[config.mk]
export PLATFORM = sky130hd
export DESIGN_NAME = buzz_gen
export DESIGN_NICKNAME = d
export VERILOG_FILES = /design/src/rtl/buzz_pkg.sv /design/src/rtl/buzz_timebase.sv /design/src/rtl/buzz_envelope.sv /design/src/rtl/buzz_shot_fsm.sv /design/src/rtl/buzz_tone.sv /design/src/rtl/buzz_gen.sv
export SDC_FILE = /design/constraint.sdc
export NUM_CORES = 1
export LEC_CHECK = 0
export ABC_AREA = 1
export BUFFER_PORTS_ARGS = -buffer_cell sky130_fd_sc_hd__buf_4
export CAP_MARGIN = 25
export CORE_MARGIN = 8
export CORE_UTILIZATION = 60
export DETAILED_ROUTE_END_ITERATION = 8
export GPL_TIMING_DRIVEN = 0
export PLACE_DENSITY = 0.82
export SLEW_MARGIN = 20
export SYNTH_ARGS = -nofsm -noshare
export SYNTH_HDL_FRONTEND = slang
export SYNTH_HIERARCHICAL = 1
export SYNTH_SLANG_ARGS = --single-unit
[constraint.sdc]
create_clock -name clk -period 2.7 [get_ports clk]
set_clock_uncertainty 0.2 [all_clocks]
set_input_delay 0.135 -clock clk [delete_from_list [all_inputs] [get_ports clk]]
set_output_delay 0.135 -clock clk [all_outputs]
set_load 0.1 [all_outputs]
[src/rtl/buzz_pkg.sv]
package buzz_pkg;
    localparam int SEL_W = 3;
    localparam int PH_W  = 5;

    typedef enum logic [1:0] {ST_IDLE, ST_CONT, ST_WAIT, ST_RUN} buzz_state_e;

    // tone period in reference cycles for a tone code
    function automatic logic [PH_W-1:0] tone_period(input logic [SEL_W-1:0] code);
        logic [PH_W-1:0] base;
        logic [PH_W-1:0] stride;
        base   = code[2] ? PH_W'(16) : PH_W'(8);
        stride = code[2] ? PH_W'(4)  : PH_W'(2);
        return base + stride * PH_W'(code[1:0]);
    endfunction

    // active cycles per period for a loudness level
    function automatic logic [PH_W-1:0] active_len(input logic [PH_W-1:0] period,
                                                   input logic [SEL_W-1:0] lvl);
        logic [PH_W-1:0] half;
        logic [PH_W-1:0] l5;
        half = period >> 1;
        l5   = PH_W'(lvl);
        return (half > l5) ? (half - l5) : PH_W'(1);
    endfunction
endpackage

[src/rtl/buzz_timebase.sv]
module buzz_timebase #(
    parameter int DIV = 128
) (
    input  logic clk,
    input  logic rst_n,
    output logic tick
);
    localparam int CW = (DIV > 1) ? $clog2(DIV) : 1;
    localparam logic [CW-1:0] LAST = CW'(DIV - 1);

    logic [CW-1:0] cnt;

    always_ff @(posedge clk or negedge rst_n) begin
        if (!rst_n)          cnt <= '0;
        else if (cnt == LAST) cnt <= '0;
        else                 cnt <= cnt + 1'b1;
    end

    assign tick = (cnt == LAST);

    p_tick_gap_r5: assert property (@(posedge clk) disable iff (!rst_n)
        tick |=> !tick);
endmodule

[src/rtl/buzz_envelope.sv]
module buzz_envelope #(
    parameter int STEP_FAST = 2048,
    parameter int STEP_SLOW = 4096
) (
    input  logic       clk,
    input  logic       rst_n,
    input  logic       env_on,
    input  logic       env_restart,
    input  logic       env_slow,
    output logic [2:0] level
);
    localparam int TW = $clog2(STEP_SLOW);
    localparam logic [TW-1:0] LAST_FAST = TW'(STEP_FAST - 1);
    localparam logic [TW-1:0] LAST_SLOW = TW'(STEP_SLOW - 1);

    logic [TW-1:0] timer;
    logic [TW-1:0] last;

    assign last = env_slow ? LAST_SLOW : LAST_FAST;

    always_ff @(posedge clk or negedge rst_n) begin
        if (!rst_n) begin
            timer <= '0;
            level <= '0;
        end else if (env_restart || !env_on) begin
            timer <= '0;
            level <= '0;
        end else if (timer >= last) begin
            timer <= '0;
            if (level != 3'd7) level <= level + 3'd1;
        end else begin
            timer <= timer + 1'b1;
        end
    end

    p_floor_hold_r3: assert property (@(posedge clk) disable iff (!rst_n)
        (env_on && !env_restart && level == 3'd7) |=> (level == 3'd7));
    p_single_step_r3: assert property (@(posedge clk) disable iff (!rst_n)
        (env_on && !env_restart) |=> (level == $past(level) || level == $past(level) + 3'd1));
    p_restart_r4: assert property (@(posedge clk) disable iff (!rst_n)
        env_restart |=> (level == 3'd0));
endmodule

[src/rtl/buzz_shot_fsm.sv]
module buzz_shot_fsm
    import buzz_pkg::*;
#(
    parameter int TICKS_SHORT = 8,
    parameter int TICKS_LONG  = 32
) (
    input  logic clk,
    input  logic rst_n,
    input  logic tick,
    input  logic cont_en,
    input  logic shot_go,
    input  logic shot_long,
    input  logic shot_halt,
    output logic tone_on,
    output logic shot_busy
);
    localparam int CW = $clog2(TICKS_LONG + 1);
    localparam logic [CW-1:0] LAST_SHORT = CW'(TICKS_SHORT - 1);
    localparam logic [CW-1:0] LAST_LONG  = CW'(TICKS_LONG - 1);

    buzz_state_e st, st_nx;
    logic [CW-1:0] tcnt;
    logic          long_q;
    logic          run_done;

    assign run_done = tick && (tcnt == (long_q ? LAST_LONG : LAST_SHORT));

    always_comb begin
        st_nx = st;
        unique case (st)
            ST_IDLE: if (cont_en)        st_nx = ST_CONT;
                     else if (shot_go)   st_nx = ST_WAIT;
            ST_CONT: if (!cont_en)       st_nx = ST_IDLE;
            ST_WAIT: if (cont_en)        st_nx = ST_CONT;
                     else if (shot_halt) st_nx = ST_IDLE;
                     else if (tick)      st_nx = ST_RUN;
            ST_RUN:  if (cont_en)        st_nx = ST_CONT;
                     else if (shot_halt) st_nx = ST_IDLE;
                     else if (run_done)  st_nx = ST_IDLE;
            default:                     st_nx = ST_IDLE;
        endcase
    end

    always_ff @(posedge clk or negedge rst_n) begin
        if (!rst_n) st <= ST_IDLE;
        else        st <= st_nx;
    end

    always_ff @(posedge clk or negedge rst_n) begin
        if (!rst_n) begin
            tcnt   <= '0;
            long_q <= 1'b0;
        end else begin
            if (st == ST_IDLE && !cont_en && shot_go) long_q <= shot_long;
            if (st == ST_WAIT)            tcnt <= '0;
            else if (st == ST_RUN && tick) tcnt <= tcnt + 1'b1;
        end
    end

    always_comb begin
        tone_on   = 1'b0;
        shot_busy = 1'b0;
        unique case (st)
            ST_IDLE: ;
            ST_CONT: tone_on = 1'b1;
            ST_WAIT: shot_busy = 1'b1;
            ST_RUN: begin
                tone_on   = 1'b1;
                shot_busy = 1'b1;
            end
            default: ;
        endcase
    end

    p_ignore_go_r6: assert property (@(posedge clk) disable iff (!rst_n)
        (st == ST_CONT && cont_en) |=> !shot_busy);
    p_halt_r7: assert property (@(posedge clk) disable iff (!rst_n)
        (shot_busy && shot_halt && !cont_en) |=> (st == ST_IDLE));
    p_start_on_tick_r5: assert property (@(posedge clk) disable iff (!rst_n)
        (st == ST_WAIT && tick && !cont_en && !shot_halt) |=> (st == ST_RUN));
    p_no_early_run_r5: assert property (@(posedge clk) disable iff (!rst_n)
        (st == ST_WAIT && !tick) |=> (st != ST_RUN));
endmodule

[src/rtl/buzz_tone.sv]
module buzz_tone
    import buzz_pkg::*;
(
    input  logic             clk,
    input  logic             rst_n,
    input  logic             tone_on,
    input  logic [SEL_W-1:0] tone_sel,
    input  logic [SEL_W-1:0] level,
    input  logic             pol_neg,
    output logic             bz
);
    logic [PH_W-1:0] phase;
    logic [PH_W-1:0] period;
    logic [PH_W-1:0] hi_len;

    assign period = tone_period(tone_sel);
    assign hi_len = active_len(period, level);

    always_ff @(posedge clk or negedge rst_n) begin
        if (!rst_n)                         phase <= '0;
        else if (!tone_on)                  phase <= '0;
        else if (phase >= period - 5'd1)    phase <= '0;
        else                                phase <= phase + 5'd1;
    end

    assign bz = tone_on ? ((phase < hi_len) ^ pol_neg) : pol_neg;

    p_wrap_r1: assert property (@(posedge clk) disable iff (!rst_n)
        (tone_on && phase == period - 5'd1) |=> (phase == 5'd0));
    p_start_phase_r10: assert property (@(posedge clk) disable iff (!rst_n)
        $rose(tone_on) |-> (phase == 5'd0));
endmodule

[src/rtl/buzz_gen.sv]
module buzz_gen
    import buzz_pkg::*;
#(
    parameter int REF_HZ      = 32768,
    parameter int TICKS_SHORT = 8,
    parameter int TICKS_LONG  = 32
) (
    input  logic       clk,
    input  logic       rst_n,
    input  logic [2:0] tone_sel,
    input  logic [2:0] level_sel,
    input  logic       env_on,
    input  logic       env_restart,
    input  logic       env_slow,
    input  logic       cont_en,
    input  logic       shot_go,
    input  logic       shot_long,
    input  logic       shot_halt,
    input  logic       pol_neg,
    output logic       shot_busy,
    output logic       bz
);
    localparam int TICK_DIV  = REF_HZ / 256;
    localparam int STEP_FAST = REF_HZ / 16;
    localparam int STEP_SLOW = REF_HZ / 8;

    logic       tick;
    logic       tone_on;
    logic [2:0] env_level;
    logic [2:0] level_eff;

    buzz_timebase #(.DIV(TICK_DIV)) u_tb (
        .clk(clk), .rst_n(rst_n), .tick(tick)
    );

    buzz_envelope #(.STEP_FAST(STEP_FAST), .STEP_SLOW(STEP_SLOW)) u_env (
        .clk(clk), .rst_n(rst_n), .env_on(env_on), .env_restart(env_restart),
        .env_slow(env_slow), .level(env_level)
    );

    buzz_shot_fsm #(.TICKS_SHORT(TICKS_SHORT), .TICKS_LONG(TICKS_LONG)) u_fsm (
        .clk(clk), .rst_n(rst_n), .tick(tick), .cont_en(cont_en),
        .shot_go(shot_go), .shot_long(shot_long), .shot_halt(shot_halt),
        .tone_on(tone_on), .shot_busy(shot_busy)
    );

    assign level_eff = env_on ? env_level : level_sel;

    buzz_tone u_tone (
        .clk(clk), .rst_n(rst_n), .tone_on(tone_on), .tone_sel(tone_sel),
        .level(level_eff), .pol_neg(pol_neg), .bz(bz)
    );

    p_idle_pin_r8: assert property (@(posedge clk) disable iff (!rst_n)
        (!cont_en && !shot_busy && !$past(cont_en)) |-> (bz == pol_neg));
endmodule

==> flow_summary.toml, run 1 <==
[cells_and_area]
antenna_cells = 0
layout-area-overhead-vs-synth_pct = 19.7
layout.cells.non_filler = 409
multiInputGateArea_um2 = 1360
final_nets = 395
drive_gt1_frac = 0.170
fillers = 321
design_area_um2 = 2860
seqCellArea_um2 = 901

[cts]
htree_levels = 2
worst_skew_pair.late_latency_ps = 290
clockBufferDepth = 2
path_clk_slew_ps = 80
cts_tree = "done"
cts_inserted_buffers = 5
clockRootBuffer = "clkbuf_8"
clock_sinks = 36

[synthesis]
synth.avg_cell_area_um2 = 7.40
syn_nets = 360
synth_top_area_frac = 0.377
synthDistinctLibCells = 31
synth_area_leader_cell = "dfrtp_1"
yosysSeqAreaShare = 0.377
yosys_most_used_dff = "dfrtp_1"
synth_compound_area_frac = 0.0466
synthAdderAreaFrac = 0.113
synth_top_family_by_area = "simple AND/OR/NAND/NOR gates"
yosys.area_share.simple = 0.341
synth_mux_area_frac = 0
synth-edff-count = 0
synth_xor_area_frac = 0.0435
yosys-top-cells-area = "dfrtp_1 (38%), nand2_1 (14%), ha_1 (10%)"
yosys_register_bits = 36
postSynth.asyncResetShare = 1.00
synthesis.instances = 323
yosys_warnings = 6
synth_area_um2 = 2390

[floorplanning]
num_rows = 23
dieArea_um2 = 6260
die_h_um = 79.1
initial_utilization = 0.611
pin_count = 18
fp.dieW_um = 79.1
core_area_um2 = 3910

[hold_path]
min_path_type = "input port to flip-flop"

[pwr]
leakage_nw = 1.44
power_per_cell_area_nw_per_um2 = 583
p_total_mw = 1.67
ir_worst_vdd_uv = 655

[placement]
io_buffers = 17
preCtsSetupSlack_ps = -329
dpl.cell_count = 390
dpl-instance-area_um2 = 2620
gp_congestion = 0.820
dpl.hpwl_um = 3220

[sta]
max_clock_freq_mhz = 334
final_hold_viol_count = 0
drv_slew = 0
rsz0062_at_grt = "yes"
fin_crit_ps = 3000
fin_crit_sh = 1.11
setup_ws_ps = -298
setup_viol = 1

[global_routing]
grt_antenna_before_repair = 0
track_usage = 0.159
grt_pass1_vias = 2048
overflow = 0
grt_pass1_wl_um = 8360
grt_max_degree = 37

[critical_path]
cp.required_ps = 2370
worstPathMaxFanout = 4
critical_path_class = "flip-flop to output port"
arrival_ps = 2660
cp-end-kind = "output port"
worstSetupStartpointType = "flip-flop"

[status]
violations = "negative setup slack"
status = "finished, violations left"

[detailed_routing]
routed_wl_um = 4530
drt.antenna.violating_nets = 0
viasPerCell = 5.11
drt-pass1-iter-count = 4
drc = 0
drt-initial-drc-count = 81
detail_route.wl_per_cell_um = 11.1
vias = 2092

[run]
cap_violations = 0
-- cell usage in the layout (no fill, tap or decap), types with 6 or more instances in the layout --
master / Yosys / routed
buf_4: 0 / 22
ha_1: 20 / 17
dfrtp_1: 36 / 36
nand2_1: 87 / 86
o21ai_0: 7 / 7
nand2_2: 5 / 6
inv_2: 3 / 6
nand3_1: 25 / 24
nor2_1: 48 / 48
nor3_1: 7 / 7
xor2_1: 6 / 6
inv_1: 40 / 36
-- sequential cells by signal (all words and copies together) (netlist names) --
signal / count
u_fsm/long_q: 1
u_tone/phase: 5
u_env/timer: 12
u_env/level: 3
u_tb/cnt: 7
u_fsm/tcnt: 6
u_fsm/st: 2
-- where the power goes --
| group | internal [mW] | switching, mW |
|---|---|---|
| combinational | 0.224 | 0.357 |
| clock | 0.273 | 0.193 |
| sequential | 0.578 | 0.0429 |
| total | 1.08 | 0.593 |
-- worst max-delay path, stage by stage (launching register included) --
cell and delay [ps]:
dfrtp_1 340, nand2_1 50, nand2_1 70, inv_2 50, ha_1 300, nand3_1 90
nand2_1 90, nand2_1 60, nand2_2 80, nand3b_1 120, ha_4 250, nand2_1 60
nand2_1 50, nor2_1 80, nand2_1 70, a31oi_2 160, nand2_1 70, nand2_1 70
nand2_2 70, clkinvlp_4 80, buf_12 160
-- cells by family (layout without fill, tap and decap cells) --
group	count (synthesis)	after routing
xor gates and xnor gates	11	11
adders and majority gates	21	21
and+or+nand+nor	188	188
other	1	1
AOI/OAI and AO/OA	19	19
buffers and inverters	47	83
DFF	36	36
-- timing repair --
item,4_1_cts,5_1_grt
endpoints found under the hold margin,39,0
resized for setup,7,2
cloned,0,0
buffers inserted,4,2
pin swaps,3,2
setup endpoints to repair,1,1
hold buffers,5,0
-- stage by stage --
stage           util  hold WS (ps)  TNS [ps]
6_report       0.731          58.3      -298
5_1_grt        0.731          98.5      -518
4_1_cts        0.724          54.5      -339
3_5_place_dp   0.670         -83.1      -329
3_3_place_gp   0.670         -88.3      -221
2_1_floorplan      -          -361     -63.6
-- synth_stat cells (5+ instances only) --
master / n
nor3_1: 7
nand3_1: 25
dfrtp_1: 36
ha_1: 20
nand2_1: 87
inv_1: 40
nand2_2: 5
o21ai_0: 7
a21oi_1: 5
nor2_1: 48
xor2_1: 6
-- layer usage --
| metal | routed length (um) | GRT usage | up-vias |
|---|---|---|---|
| li1 | - | - | 1090 |
| met1 | 2130 | 0.186 | 956 |
| met2 | 2180 | 0.275 | 42 |
| met3 | 195 | 0.0429 | 4 |
| met4 | 32 | 0.0537 | 0 |
| met5 | 0 | 0 | - |
-- area by class of cell --
type,count,share of cell area
Timing Repair Buffer,28,0.0822
Tap cell,50,0.0219
Clock buffer,5,0.0241
Buffer,4,0.00831
Sequential cell,36,0.315
Multi-Input combinational cell,240,0.476
Clock inverter,3,0.0149
Inverter,43,0.0577
-- path summary, 6_finish.rpt --
kind                            cells past startpoint  slack [ps]           start              to
worst min-delay path                                5          60     env_restart  u_env/level[2]
worst max-delay path                               20        -300  u_env/level[1]              bz
max in group asynchronous                           2        1850           rst_n  u_env/level[0]
worst max register to register                     10         790     u_tb/cnt[0]   u_fsm/tcnt[4]
min in group asynchronous                           2         140           rst_n     u_tb/cnt[3]
worst min register to register                      1         260  u_env/timer[0]  u_env/timer[0]
(Power assumes the default switching activity.)
==> run 2: changes to the inputs <==
- CORE_UTILIZATION: 60 -> 62
- CTS_BUF_LIST: default -> sky130_fd_sc_hd__clkbuf_8
- PLACE_DENSITY: 0.82 -> 0.84
==> run 2 against run 1 <==
The flow still finishes with violations (negative setup slack). Power is essentially flat. Flip-flop and latch count unchanged. Wire length is 6.5% higher. Via count up 1.6%. Final cell count shrank 0.24%. Non-clock buffer count up 1. Sequential share of layout area is 0.48 points lower. Fmax is 3.5% lower. Hold slack better by 11 ps. Count of clock-buffer cells in the layout unchanged. Critical path depth shrank 3.
==> flow_summary.toml, run 2 (synthesized netlist as in run 1, its figures left out) <==
[global_routing]
busiest_layer = "met2"
grt_pass1_wl_um = 8490
use_met2 = 0.281
grt_max_degree = 37
use_met3 = 0.0399
overflow = 0
track_usage = 0.167
grt_pass1_vias = 2060
grt_antenna_before_repair = 0
met1_usage = 0.199

[run]
cap_violations = 0

[detailed_routing]
detail_route.wl_per_cell_um = 11.8
vias = 2125
routed_wl_um = 4830
drt-pass1-iter-count = 4
drc = 0
viasPerCell = 5.21
drt-initial-drc-count = 100
drt.antenna.violating_nets = 0

[sta]
setup_viol = 1
slew_headroom = 0.592
setup_ws_ps = -405
drv_slew = 0
fin_crit_sh = 1.15
final_hold_viol_count = 0
rsz0062_at_grt = "yes"
fin_tns_setup_ps = -405
fin_crit_ps = 3110
fin_hold_ws_ps = 69.5
tightest_slew_ps = 605
max_clock_freq_mhz = 322

[critical_path]
cp-end-kind = "output port"
critical_path.max_stage_delay_ps = 370
crit_family = "simple AND/OR/NAND/NOR gates"
path_buf_inv = 3
worstPathCellList = "nand2_1, nand2_2, ha_4, inv_2, fa_2, nand3b_1, ha_4, nand2_2, nand2_1, nor2_1, nand2_1, a31oi_2, nand2_1, nand2_1, nand2_2, clkinvlp_4, buf_12"
cp.required_ps = 2370
critical_path_class = "flip-flop to output port"
arrival_ps = 2770
critPathLaunch = "u_env/level[0]"
path_common_cell = "nand2_1"
regToRegStartpoint = "u_tb/cnt[0]"
worstPathMaxFanout = 3
crit_path_top_delay_cell = "dfrtp_1"
worstSetupStartpointType = "flip-flop"

[placement]
dpl.hpwl_um = 3290
io_buffers = 17
gp_congestion = 0.822
dpl-instance-area_um2 = 2620
dpl.cell_count = 388

[pwr]
ir_worst_vdd_uv = 616
power_per_cell_area_nw_per_um2 = 574
leakage_nw = 1.45

[cells_and_area]
layout-area-overhead-vs-synth_pct = 21.5
final_core_util = 0.787
reg.largest.list = "u_env/timer x12, u_tb/cnt x7, u_fsm/tcnt x6"
drive_gt1_frac = 0.192
final_nets = 396
layout.cells.non_filler = 408
final_common_cell = "nand2_1"
design_area_um2 = 2900
layout_common_cells = "nand2_1 (81), nor2_1 (48), inv_1 (37), dfrtp_1 (36)"
largest_register_ffs = 12
antenna_cells = 0
regMostFlops = "u_env/timer"

[cts]
clockBufferDepth = 2
clock_sinks = 36
path_clk_slew_ps = 70
cts_inserted_buffers = 5
worst_skew_pair.late_latency_ps = 280
htree_levels = 2
cts_tree = "done"
clockRootBuffer = "clkbuf_8"

[floorplanning]
pin_count = 18
dieArea_um2 = 6100
num_rows = 22
initial_utilization = 0.648
core_area_um2 = 3690
fp.dieW_um = 78.1
die_h_um = 78.1

[hold_path]
min_path_type = "input port to flip-flop"
min_from = "cont_en"

[status]
violations = "negative setup slack"
status = "finished, violations left"
[run 2: cell types whose count changed in the layout (fill, tap and decap cells not counted)]
cell	delta
nand2_2	+5
clkinvlp_4	-1
buf_4	+1
ha_1	-2
nand2_1	-5
nand3_1	-1
inv_1	+1
nand3_2	+1
ha_4	+2
[run 2: metal layers]
| metal | share of wire | vias to the layer above | wire [um] |
|---|---|---|---|
| met5 | 0 | - | 0 |
| met4 | 0.019 | 0 | 93 |
| met3 | 0.048 | 10 | 233 |
| met2 | 0.47 | 51 | 2270 |
| met1 | 0.46 | 971 | 2220 |
| li1 | - | 1093 | - |
[run 2: area by class of cell]
cell class	instances	area, um^2
flip-flops and latches	36	901
clock inverters	3	38.8
fillers	261	785
repair buffers	29	243
inverters	43	165
plain buffers	4	23.8
multi-input cells	240	1400
clock buffers	5	68.8
well taps	48	60.1
[run 2: worst reg2reg max path, delay by kind of cell (launching register included)]
family / cells / cell delay (ps)
AOI/OAI and AO/OA: 1 / 120
adders and majority gates: 1 / 170
buffers and inverters: 4 / 400
DFF: 1 / 370
and+or+nand+nor: 5 / 540
[run 2: path summary, 6_finish.rpt]
kind | end | slack, ps | depth (start not counted)
worst max-delay path | bz | -410 | 17
worst min-delay path | u_fsm/st[0] | 70 | 5
worst max register to register | u_fsm/tcnt[3] | 830 | 11
worst min register to register | u_tb/cnt[0] | 270 | 1
max in group asynchronous | u_tone/phase[4] | 1830 | 2
min in group asynchronous | u_tb/cnt[5] | 140 | 2
[run 2: repair_timing]
| item | CTS | global route |
|---|---|---|
| endpoints found under the setup margin | 1 | 1 |
| pin swaps | 5 | 15 |
| hold endpoints to repair | 39 | 0 |
| hold buffers | 5 | 0 |
| setup buffers | 6 | 1 |
| resized for setup | 8 | 9 |
[run 2: stage by stage]
stage	setup slack, ps	power, mW
floorplan	-63.6	1.02
global placement	-221	1.12
detailed placement	-266	1.13
CTS	-318	1.65
global route	-568	1.78
finish	-405	1.67
[run 2: power by group]
group,switching (mW),leakage [nW],total [mW],internal [mW]
combinational,0.360,0.912,0.594,0.235
clock,0.183,0.0593,0.453,0.270
sequential,0.0417,0.480,0.620,0.578
total,0.585,1.45,1.67,1.08
